### src/rtl/fp_stat_pkg.sv
package fp_stat_pkg;
  localparam int unsigned XLEN     = 32;
  localparam int unsigned N_EXC    = 5;
  localparam int unsigned N_STICKY = N_EXC + 2;
  localparam int unsigned RM_W     = 2;
  localparam int unsigned STRIDE_W = 2;
  localparam int unsigned LEN_W    = 3;

  // field positions (software-visible layout)
  localparam int unsigned P_NZCV = 28;
  localparam int unsigned P_SAT  = 27;
  localparam int unsigned P_AHP  = 26;
  localparam int unsigned P_DN   = 25;
  localparam int unsigned P_FZ   = 24;
  localparam int unsigned P_RM   = 22;
  localparam int unsigned P_STR  = 20;
  localparam int unsigned P_LEN  = 16;
  localparam int unsigned P_IDC  = 7;

  typedef enum logic [1:0] {
    CMP_LT = 2'b00,
    CMP_EQ = 2'b01,
    CMP_GT = 2'b10,
    CMP_UN = 2'b11
  } cmp_code_e;

  typedef enum logic [RM_W-1:0] {
    RM_NEAR = 2'b00,
    RM_PINF = 2'b01,
    RM_MINF = 2'b10,
    RM_ZERO = 2'b11
  } rmode_e;
endpackage

### src/rtl/fp_cond_enc.sv
module fp_cond_enc
  import fp_stat_pkg::*;
(
  input  logic [1:0] code_i,
  output logic [3:0] nzcv_o
);
  always_comb begin
    unique case (cmp_code_e'(code_i))
      CMP_LT:  nzcv_o = 4'b1000;
      CMP_EQ:  nzcv_o = 4'b0110;
      CMP_GT:  nzcv_o = 4'b0010;
      default: nzcv_o = 4'b0011;
    endcase
  end
endmodule

### src/rtl/fp_sticky.sv
module fp_sticky #(
  parameter int unsigned W = 7
) (
  input  logic         clk_i,
  input  logic         rst_ni,
  input  logic         load_i,
  input  logic [W-1:0] load_val_i,
  input  logic [W-1:0] set_i,
  output logic [W-1:0] q_o
);
  for (genvar i = 0; i < W; i++) begin : g_bit
    logic q;
    always_ff @(posedge clk_i or negedge rst_ni) begin
      if (!rst_ni) q <= 1'b0;
      else         q <= (load_i ? load_val_i[i] : q) | set_i[i];
    end
    assign q_o[i] = q;

    // set flag only drops on a software write of 0
    assert_sticky_hold_R4: assert property (@(posedge clk_i) disable iff (!rst_ni)
      (q && !(load_i && !load_val_i[i])) |=> q);
    assert_sticky_set_R3: assert property (@(posedge clk_i) disable iff (!rst_ni)
      set_i[i] |=> q);
  end
endmodule

### src/rtl/fp_mode_sel.sv
module fp_mode_sel
  import fp_stat_pkg::*;
#(
  parameter bit FORCE_DEFAULTS = 1'b0
) (
  input  logic            dn_i,
  input  logic            fz_i,
  input  logic [RM_W-1:0] rmode_i,
  output logic            dn_o,
  output logic            fz_o,
  output logic [RM_W-1:0] rmode_o
);
  if (FORCE_DEFAULTS) begin : g_forced
    logic unused_mode;
    assign unused_mode = ^{dn_i, fz_i, rmode_i};
    assign dn_o    = 1'b1;
    assign fz_o    = 1'b1;
    assign rmode_o = RM_NEAR;
  end else begin : g_prog
    assign dn_o    = dn_i;
    assign fz_o    = fz_i;
    assign rmode_o = rmode_i;
  end
endmodule

### src/rtl/fp_stat_ctrl.sv
module fp_stat_ctrl
  import fp_stat_pkg::*;
(
  input  logic                clk_i,
  input  logic                rst_ni,
  input  logic                sw_we_i,
  input  logic [XLEN-1:0]     sw_wdata_i,
  output logic [XLEN-1:0]     sw_rdata_o,
  input  logic                cmp_valid_i,
  input  logic [1:0]          cmp_code_i,
  input  logic                sat_i,
  input  logic                denorm_i,
  input  logic [N_EXC-1:0]    exc_i,
  input  logic                dp_req_i,
  output logic                trap_o,
  output logic                ahp_o,
  output logic [STRIDE_W-1:0] stride_o,
  output logic [LEN_W-1:0]    len_o,
  output logic                scal_dn_o,
  output logic                scal_fz_o,
  output logic [RM_W-1:0]     scal_rmode_o,
  output logic                simd_dn_o,
  output logic                simd_fz_o,
  output logic [RM_W-1:0]     simd_rmode_o,
  output logic [N_STICKY-1:0] flags_o
);
  localparam int unsigned CTRL_W = 3 + RM_W + STRIDE_W + LEN_W;

  logic [3:0]          nzcv_q, nzcv_cmp;
  logic [CTRL_W-1:0]   ctrl_q, ctrl_wr;
  logic [N_STICKY-1:0] sticky_q, sticky_wr, sticky_set;
  logic                unused_wdata;

  assign unused_wdata = ^{sw_wdata_i[19], sw_wdata_i[15:8], sw_wdata_i[6:5]};

  // condition flags: compare wins over a same-cycle write
  fp_cond_enc u_cond (.code_i(cmp_code_i), .nzcv_o(nzcv_cmp));

  always_ff @(posedge clk_i or negedge rst_ni) begin
    if (!rst_ni)          nzcv_q <= '0;
    else if (cmp_valid_i) nzcv_q <= nzcv_cmp;
    else if (sw_we_i)     nzcv_q <= sw_wdata_i[P_NZCV +: 4];
  end

  // control fields {ahp, dn, fz, rmode, stride, len}
  assign ctrl_wr = {sw_wdata_i[P_AHP], sw_wdata_i[P_DN], sw_wdata_i[P_FZ],
                    sw_wdata_i[P_RM +: RM_W], sw_wdata_i[P_STR +: STRIDE_W],
                    sw_wdata_i[P_LEN +: LEN_W]};

  always_ff @(posedge clk_i or negedge rst_ni) begin
    if (!rst_ni)      ctrl_q <= '0;
    else if (sw_we_i) ctrl_q <= ctrl_wr;
  end

  assign ahp_o    = ctrl_q[CTRL_W-1];
  assign stride_o = ctrl_q[LEN_W +: STRIDE_W];
  assign len_o    = ctrl_q[LEN_W-1:0];

  // sticky flags {sat, idc, exc}
  assign sticky_wr  = {sw_wdata_i[P_SAT], sw_wdata_i[P_IDC], sw_wdata_i[N_EXC-1:0]};
  assign sticky_set = {sat_i, denorm_i, exc_i};

  fp_sticky #(.W(N_STICKY)) u_sticky (
    .clk_i     (clk_i),
    .rst_ni    (rst_ni),
    .load_i    (sw_we_i),
    .load_val_i(sticky_wr),
    .set_i     (sticky_set),
    .q_o       (sticky_q)
  );
  assign flags_o = sticky_q;

  fp_mode_sel #(.FORCE_DEFAULTS(1'b0)) u_scal (
    .dn_i(ctrl_q[CTRL_W-2]), .fz_i(ctrl_q[CTRL_W-3]),
    .rmode_i(ctrl_q[STRIDE_W+LEN_W +: RM_W]),
    .dn_o(scal_dn_o), .fz_o(scal_fz_o), .rmode_o(scal_rmode_o)
  );

  fp_mode_sel #(.FORCE_DEFAULTS(1'b1)) u_simd (
    .dn_i(ctrl_q[CTRL_W-2]), .fz_i(ctrl_q[CTRL_W-3]),
    .rmode_i(ctrl_q[STRIDE_W+LEN_W +: RM_W]),
    .dn_o(simd_dn_o), .fz_o(simd_fz_o), .rmode_o(simd_rmode_o)
  );

  assign trap_o = dp_req_i && (len_o != '0);

  always_comb begin
    sw_rdata_o = '0;
    sw_rdata_o[P_NZCV +: 4]        = nzcv_q;
    sw_rdata_o[P_SAT]              = sticky_q[N_STICKY-1];
    sw_rdata_o[P_AHP]              = ahp_o;
    sw_rdata_o[P_DN]               = scal_dn_o;
    sw_rdata_o[P_FZ]               = scal_fz_o;
    sw_rdata_o[P_RM +: RM_W]       = scal_rmode_o;
    sw_rdata_o[P_STR +: STRIDE_W]  = stride_o;
    sw_rdata_o[P_LEN +: LEN_W]     = len_o;
    sw_rdata_o[P_IDC]              = sticky_q[N_EXC];
    sw_rdata_o[N_EXC-1:0]          = sticky_q[N_EXC-1:0];
  end

  assert_cmp_eq_R2: assert property (@(posedge clk_i) disable iff (!rst_ni)
    (cmp_valid_i && cmp_code_i == 2'b01) |=> sw_rdata_o[31:28] == 4'b0110);
  assert_nzcv_hold_R2: assert property (@(posedge clk_i) disable iff (!rst_ni)
    (!cmp_valid_i && !sw_we_i) |=> $stable(sw_rdata_o[31:28]));
  assert_ahp_write_R5: assert property (@(posedge clk_i) disable iff (!rst_ni)
    sw_we_i |=> ahp_o == $past(sw_wdata_i[P_AHP]));
  assert_trap_idle_R9: assert property (@(posedge clk_i) disable iff (!rst_ni)
    !dp_req_i |-> !trap_o);
  assert_wr_sat_merge_R10: assert property (@(posedge clk_i) disable iff (!rst_ni)
    (sw_we_i && sat_i) |=> flags_o[N_STICKY-1]);
endmodule

### config.mk
export PLATFORM = sky130hd
export DESIGN_NAME = fp_stat_ctrl
export DESIGN_NICKNAME = d
export VERILOG_FILES = /design/src/rtl/fp_stat_pkg.sv /design/src/rtl/fp_cond_enc.sv /design/src/rtl/fp_sticky.sv /design/src/rtl/fp_mode_sel.sv /design/src/rtl/fp_stat_ctrl.sv
export SDC_FILE = /design/constraint.sdc
export NUM_CORES = 1
export LEC_CHECK = 0
export CAP_MARGIN = 25
export CORE_MARGIN = 4
export CORE_UTILIZATION = 23
export DETAILED_ROUTE_END_ITERATION = 7
export GPL_TIMING_DRIVEN = 0
export PLACE_DENSITY = 0.7
export SLEW_MARGIN = 20
export SYNTH_ARGS = -nofsm -noshare
export SYNTH_HDL_FRONTEND = slang
export SYNTH_SLANG_ARGS = --single-unit
export TNS_END_PERCENT = 100
### constraint.sdc
create_clock -name clk_i -period 1 [get_ports clk_i]
set_clock_uncertainty 0.2 [all_clocks]
set_input_delay 0.2 -clock clk_i [delete_from_list [all_inputs] [get_ports clk_i]]
set_output_delay 0.2 -clock clk_i [all_outputs]
set_load 0.03 [all_outputs]
==> results of run 1 <==
-- cell type report --
cell class | instances | area [µm²]
well taps | 67 | 83.83
fillers | 470 | 2551
multi-input cells | 51 | 391.6
clock buffers | 4 | 45.04
plain buffers | 40 | 410.4
flip-flops and latches | 21 | 543.0
repair buffers | 78 | 823.3
-- cell usage in the layout, fill, tap and decap left out, drive strengths merged --
cell type and count:
buf 85, clkdlybuf4s50 29, dfrtp 21, conb 15
mux2 11, a211o 7, nor2b 7, clkbuf 5
mux2i 3, o21ai 2, dlygate4sd2 2, o31a 1
nand2 1, o22ai 1, or3b 1, o21a 1
nand3 1, clkdlybuf4s15 1
-- metal layers --
| layer | GRT usage (%) | wire length [µm] | vias to the layer above |
|---|---|---|---|
| li1 | - | - | 471 |
| met1 | 10.36 | 1130 | 450 |
| met2 | 17.78 | 1564 | 50 |
| met3 | 3.160 | 316 | 4 |
| met4 | 3.093 | 25 | 0 |
| met5 | 0 | 0 | - |
-- power by group --
group          total, W  internal, W  leakage (nW)  switching [W]
clock          0.000561     0.000284        0.0228       0.000278
combinational   0.00123     0.000673         0.829       0.000562
sequential      0.00101     0.000933         0.222      0.0000744
total           0.00280      0.00189          1.07       0.000914
-- through the flow --
step           setup TNS, ps  cells  hold slack [ps]  setup WS, ps
2_1_floorplan          -1510    114           -295.6        -292.5
3_3_place_gp          -38790    253            330.5        -840.9
3_5_place_dp          -39910    253            336.0        -850.5
4_1_cts               -13860    263           -164.5        -542.2
5_1_grt               -14740    261           -141.1        -538.9
6_report              -13040    261           -188.2        -500.2
-- state kept, by name, summed over array words and instances (netlist names) --
signal	flops
ctrl_q	10
u_sticky.g_bit.q	7
nzcv_q	4
-- how the worst max path moves through the flow --
stage	cells after the start	slack, ps	start	end
4_1_cts	2	-540	ctrl_q[2]	trap_o
5_1_grt	2	-540	ctrl_q[0]	trap_o
3_3_place_gp	3	-840	dp_req_i	trap_o
2_1_floorplan	1	-290	ctrl_q[2]	trap_o
6_report	2	-500	ctrl_q[0]	trap_o
3_5_place_dp	3	-850	dp_req_i	trap_o
-- kinds of logic after synthesis --
family                 Yosys count  share of synthesized area [%]
other                            2                         0.6385
multiplexers                    14                          13.40
AO/OA/AOI/OAI                   12                          7.980
AND/OR/NAND/NOR                 10                          5.212
flip-flops                      21                          44.68
buffers and inverters           42                          28.08
-- timing repair --
| item | CTS | global route |
|---|---|---|
| buffers inserted | 6 | 0 |
| cloned | 0 | 0 |
| endpoints found under the setup margin | 74 | 58 |
| endpoints found under the hold margin | 21 | 21 |
| pin swaps | 1 | 1 |
| resized for setup | 290 | 15 |
==> summary.md, run 1 <==
| Metric | Value |
|---|---|
| Max FO, Critical Path | `3` |
| EDFF count, synth | `0` |
| Setup WS post-layout | `-500.2 ps` |
| PnR Total Power | `approximately 0.0028 W` |
| First-pass GRT wire length | `~4800 µm` |
| Max cap viols | `0` |
| RSZ-0062 raised after global routing | `yes` |
| Leakage | `approximately 1.1 nW` |
| Yosys reg bits | `21` |
| Clock latency on the worst-skew pair | `around 250 ps` |
| Max_slew headroom | `between 60% and 70%` |
| Area leader, netlist | `dfrtp_1` |
| Remaining DRCs | `0` |
| Outcome | `finished with violations` |
| Synth top area share | `approximately 45%` |
| Die Width | `a little under 80 µm` |
| H-tree depth | `1` |
| Yosys warnings | `0` |
| Routed wire per std cell | `~12 µm` |
| CTS Buf Count | `3` |
| Synth Cell Area | `approximately 0.0012 mm²` |
| IO buf count | `roughly 70` |
| Largest delay share family, worst path | `flip-flops` |
| CTS sink cnt | `21` |
| Crit. End Element | `primary output` |
| Failing checks | `hold timing, setup timing` |
| Total global routing track utilization | `9.682%` |
| Fin nets | `241` |
| Final Cell Area | `0.002297 mm²` |
| CTS tree | `yes` |
| Root Driver | `clkbuf_8` |
| Initial core utilization | `between 20% and 30%` |
| Vias in the first global route | `between 1k and 1.5k` |
| Crit path time final | `approximately 1500 ps` |
| Total gr overflow | `0` |
| Final Max Tran Viols | `0` |
| GPL Wtd Cong | `around 0.64` |
| Worst vdd ir | `0.5075 mV` |
| Syn avg cell area | `~12 µm²` |
| Req. time, crit path | `~600 ps` |
| Clock slew at reported path FFs | `approximately 80 ps` |
| Largest stage delay, worst path | `~420 ps` |
| Final wirelength | `between 3000 and 4000 µm` |
| Reg-to-reg setup timing slack | `-150 ps` |
| Layout area overhead | `95.32%` |
| Setup CP Type | `flip-flop to primary output` |
| Placement row count | `25` |
| Post-synth ARST share | `100.0%` |
| Worst r2r path cells | `2` |
| IO Count | `100` |
| Util after Layout | `a little under half` |
| DR iter-0 viols | `10` |
| R2R Path End | `nzcv_q[1]` |
| Synth top area cells | `dfrtp_1 45%, buf_4 25%, mux2_2 9.6%, a211o_1 5.2%, nor2b_1 3.7%` |
| Max Fclk | `0.6666 GHz` |
| Worst hold slack | `-188.2 ps` |
| Synth cell types | `17` |
| Drt via density | `3.736` |
| Worst Hold Class | `primary input to asynchronous set/reset pin` |
| Ant. Diodes | `0` |
| Core area | `~0.0048 mm²` |
| Most used DFF post-synth | `dfrtp_1` |
| DR pass1 iterations | `3` |
| DRT antenna net count | `0` |
| PwrDens | `1220 mW/mm²` |
| Via count | `approximately 980` |
| DP Area | `~0.0021 mm²` |
| Clk buf depth | `2` |
| Slowest CP cell | `dfrtp_2` |
| Endpoints failing setup | `52` |
| Crit path launch type | `flip-flop` |
| Layout cells sized above 1 | `approximately three fifths` |
| Top-count cell post-synth | `buf_4` |
| Worst path cell trace | `o31a_1 > buf_6` |
| Slew @ Worst Pin | `between 500 and 600 ps` |
| Die H | `slightly below 80 µm` |
| WP buf/inv | `1` |
| Hold Fails Final Rpt | `22` |
| Commonest cells post-synth | `39 x buf_4, 21 x dfrtp_1, 10 x mux2_2, 7 x a211o_1, 7 x nor2b_1` |
| Crit share post-route | `150.0%` |
| RR Startpoint | `nzcv_q[1]` |
| Sequential share of the synthesized area | `44.68%` |
| Post-Synthesis Cells | `about 100` |
| Die area | `between 0.006 and 0.007 mm²` |
| Worst Path Arrival | `1100 ps` |
| Initial antenna violation count | `0` |
| Hpwl dp | `2350 µm` |
| Largest net degree at the start of global routing | `22` |
Note: power is estimated with default switching activity, not from simulation.
==> run 2: changes to the inputs <==
PLACE_DENSITY = 0.68   (was 0.7)
SYNTH_HIERARCHICAL = 1   (was default)
==> summary.md, run 2 <==
| Metric | Value |
|---|---|
| Outcome | `finished with violations` |
| Failing checks | `hold timing, setup timing` |
| Crit path launch type | `flip-flop` |
| Xor/xnor share of the synthesized area | `0%` |
| Remaining DRCs | `0` |
| Top-count cell post-synth | `buf_4` |
| Root Driver | `clkbuf_8` |
| DR pass1 iterations | `2` |
| Commonest non-fill, non-tap cells in the layout | `80 x buf_6, 29 x clkdlybuf4s50_1, 17 x buf_4, 16 x dfrtp_1, 15 x conb_1` |
| Die area | `around 0.0067 mm²` |
| Setup WS post-layout | `-510.2 ps` |
| Crit. End Element | `primary output` |
| GPL Wtd Cong | `between 0.6 and 0.7` |
| EDFF count, synth | `0` |
| Hold Fails Final Rpt | `21` |
| Synth top area share | `a little over two fifths` |
| Synth top area cells | `dfrtp_1 42%, buf_4 29%, mux2_2 8.9%, a211o_2 3.2%, mux2i_1 3.2%` |
| Sequential share of the synthesized area | `about two fifths` |
| DP Area | `around 0.0022 mm²` |
| Layout cells sized above 1 | `~60%` |
| Initial core utilization | `24.21%` |
| Worst Path Arrival | `~1100 ps` |
| CTS tree | `yes` |
| Setup CP Type | `flip-flop to primary output` |
| Clk buf depth | `2` |
| Drt via density | `between 3 and 4` |
| Clock slew at reported path FFs | `approximately 70 ps` |
| Post-synth ARST share | `100.0%` |
| DRT antenna net count | `0` |
| Hpwl dp | `between 2000 and 2500 µm` |
| Max FO, Critical Path | `3` |
| Die Width | `82.02 µm` |
| PwrDens | `1178 mW/mm²` |
| Yosys warnings | `6` |
| Largest Register | `ctrl_q` |
| Max FFs per register | `10` |
| Synth Area in Adders | `0%` |
| Max Fclk | `about 0.66 GHz` |
| Reg-to-reg setup timing slack | `-210 ps` |
| R2R Path End | `ctrl_q[0]` |
| Die H | `82.02 µm` |
| Final Max Tran Viols | `0` |
| Synth Cell Area | `about 0.0013 mm²` |
| Placement row count | `26` |
| Worst vdd ir | `about 0.44 mV` |
| Commonest non-fill, non-tap cell in the layout | `buf_6` |
| Layout area overhead | `96.33%` |
| Final wirelength | `3022 µm` |
| Crit path time final | `approximately 1500 ps` |
| First-pass GRT wire length | `between 4000 and 5000 µm` |
| Most used DFF post-synth | `dfrtp_1` |
| Worst hold slack | `-182.7 ps` |
| RSZ-0062 raised after global routing | `yes` |
| Fin cells | `between 200 and 300` |
| Commonest cells post-synth | `48 x buf_4, 21 x dfrtp_1, 10 x mux2_2` |
| CTS Buf Count | `3` |
| Fill cell count | `around 480` |
| Vias in the first global route | `~1.1k` |
| Ant. Diodes | `0` |
| RR Startpoint | `ctrl_q[0]` |
| Endpoints failing setup | `50` |
| Leakage | `roughly 1.2 nW` |
| Total gr overflow | `0` |
| Max_slew headroom | `62.90%` |
| Area leader, netlist | `dfrtp_1` |
| Fin nets | `259` |
| IO buf count | `73` |
| Initial antenna violation count | `0` |
| CTS sink cnt | `21` |
| H-tree depth | `1` |
| Worst r2r path cells | `3` |
| Routed wire per std cell | `between 10 and 15 µm` |
| Clock latency on the worst-skew pair | `250 ps` |
| Largest net degree at the start of global routing | `22` |
| Max cap viols | `0` |
| Yosys reg bits | `21` |
| IO Count | `100` |
| Core area | `between 0.005 and 0.006 mm²` |
| Placed cell count | `270` |
| Mux share of post-synthesis cell area | `between 10% and 20%` |
| DR iter-0 viols | `23` |
| Total global routing track utilization | `8.931%` |
| Largest family of logic cells by synthesized area | `buffers and inverters` |
| Worst Hold Class | `primary input to asynchronous set/reset pin` |
| Slew @ Worst Pin | `556.5 ps` |
| Final Cell Area | `roughly 0.0025 mm²` |
| Crit share post-route | `151.0%` |
| Req. time, crit path | `~600 ps` |
| Syn avg cell area | `approximately 11 µm²` |
| Synth Area in Compound Gates | `between 7 and 8%` |
| Post-Synthesis Cells | `between 100 and 150` |
| Post-Route Setup TNS | `-14430 ps` |
| Synth cell types | `17` |
| Simple-Gate Fraction of Synth Area | `between 7 and 8%` |
| Biggest regs | `ctrl_q x10, u_sticky/g_bit.q x7, nzcv_q x4` |
| Via count | `approximately 1.0k` |
==> run 2: final cells by class <==
cell class | count | area, µm² | area share [%]
buffer | 49 | 499.2 | 20.18
clock buffer | 4 | 45.04 | 1.821
multi-input combinational | 56 | 434.2 | 17.55
sequential | 21 | 531.8 | 21.50
tap | 70 | 87.58 | 3.541
timing repair buffer | 82 | 875.8 | 35.41
==> run 2: cells by family after synthesis <==
logic type / count (synthesis)
compound gates: 12
buf+inv: 50
flops: 21
simple gates: 15
other cells: 3
mux: 14
==> run 2: worst max path at each step <==
stage	start	end	slack, ps	cells past startpoint
CTS	ctrl_q[1]	trap_o	-510	2
floorplan	ctrl_q[1]	trap_o	-180	1
finish	ctrl_q[0]	trap_o	-510	2
global route	ctrl_q[0]	trap_o	-550	2
detailed placement	sw_we_i	ctrl_q[6]	-900	3
global placement	sw_we_i	ctrl_q[5]	-890	3
==> run 2: critical path, cell delays in order, from the launching register on <==
cell	delay, ps
dfrtp_1	420
o31a_1	300
buf_6	140
==> run 2: what timing repair did <==
item,CTS,global route
endpoints found under the hold margin,21,21
endpoints found under the setup margin,81,55
setup buffers,8,3
gates resized for setup,299,11
pin swaps,0,1
==> run 2: per-stage QoR <==
step	util [%]	power (W)	setup slack (ps)
global route	47.52	0.003075	-546.3
global placement	42.86	0.002208	-887.7
finish	47.52	0.002915	-510.2
CTS	46.83	0.002949	-505.8
floorplan	-	0.001760	-184.6
detailed placement	42.86	0.002223	-900.1
==> run 2: routing by layer <==
layer  GRT usage [%]  wire [µm]  up-vias
met5               0          0        -
met4           2.990          0        0
met3           2.851        287        0
met2           17.29       1668       48
met1           8.829       1066      482
li1                -          -      506
==> run 2: report_power, final <==
group	internal [W]	total [W]	leakage [nW]	switching (W)
combinational	0.000775	0.00138	0.946	0.000604
clock	0.000283	0.000548	0.0228	0.000265
sequential	0.000927	0.000988	0.232	0.0000610
total	0.00199	0.00291	1.20	0.000930
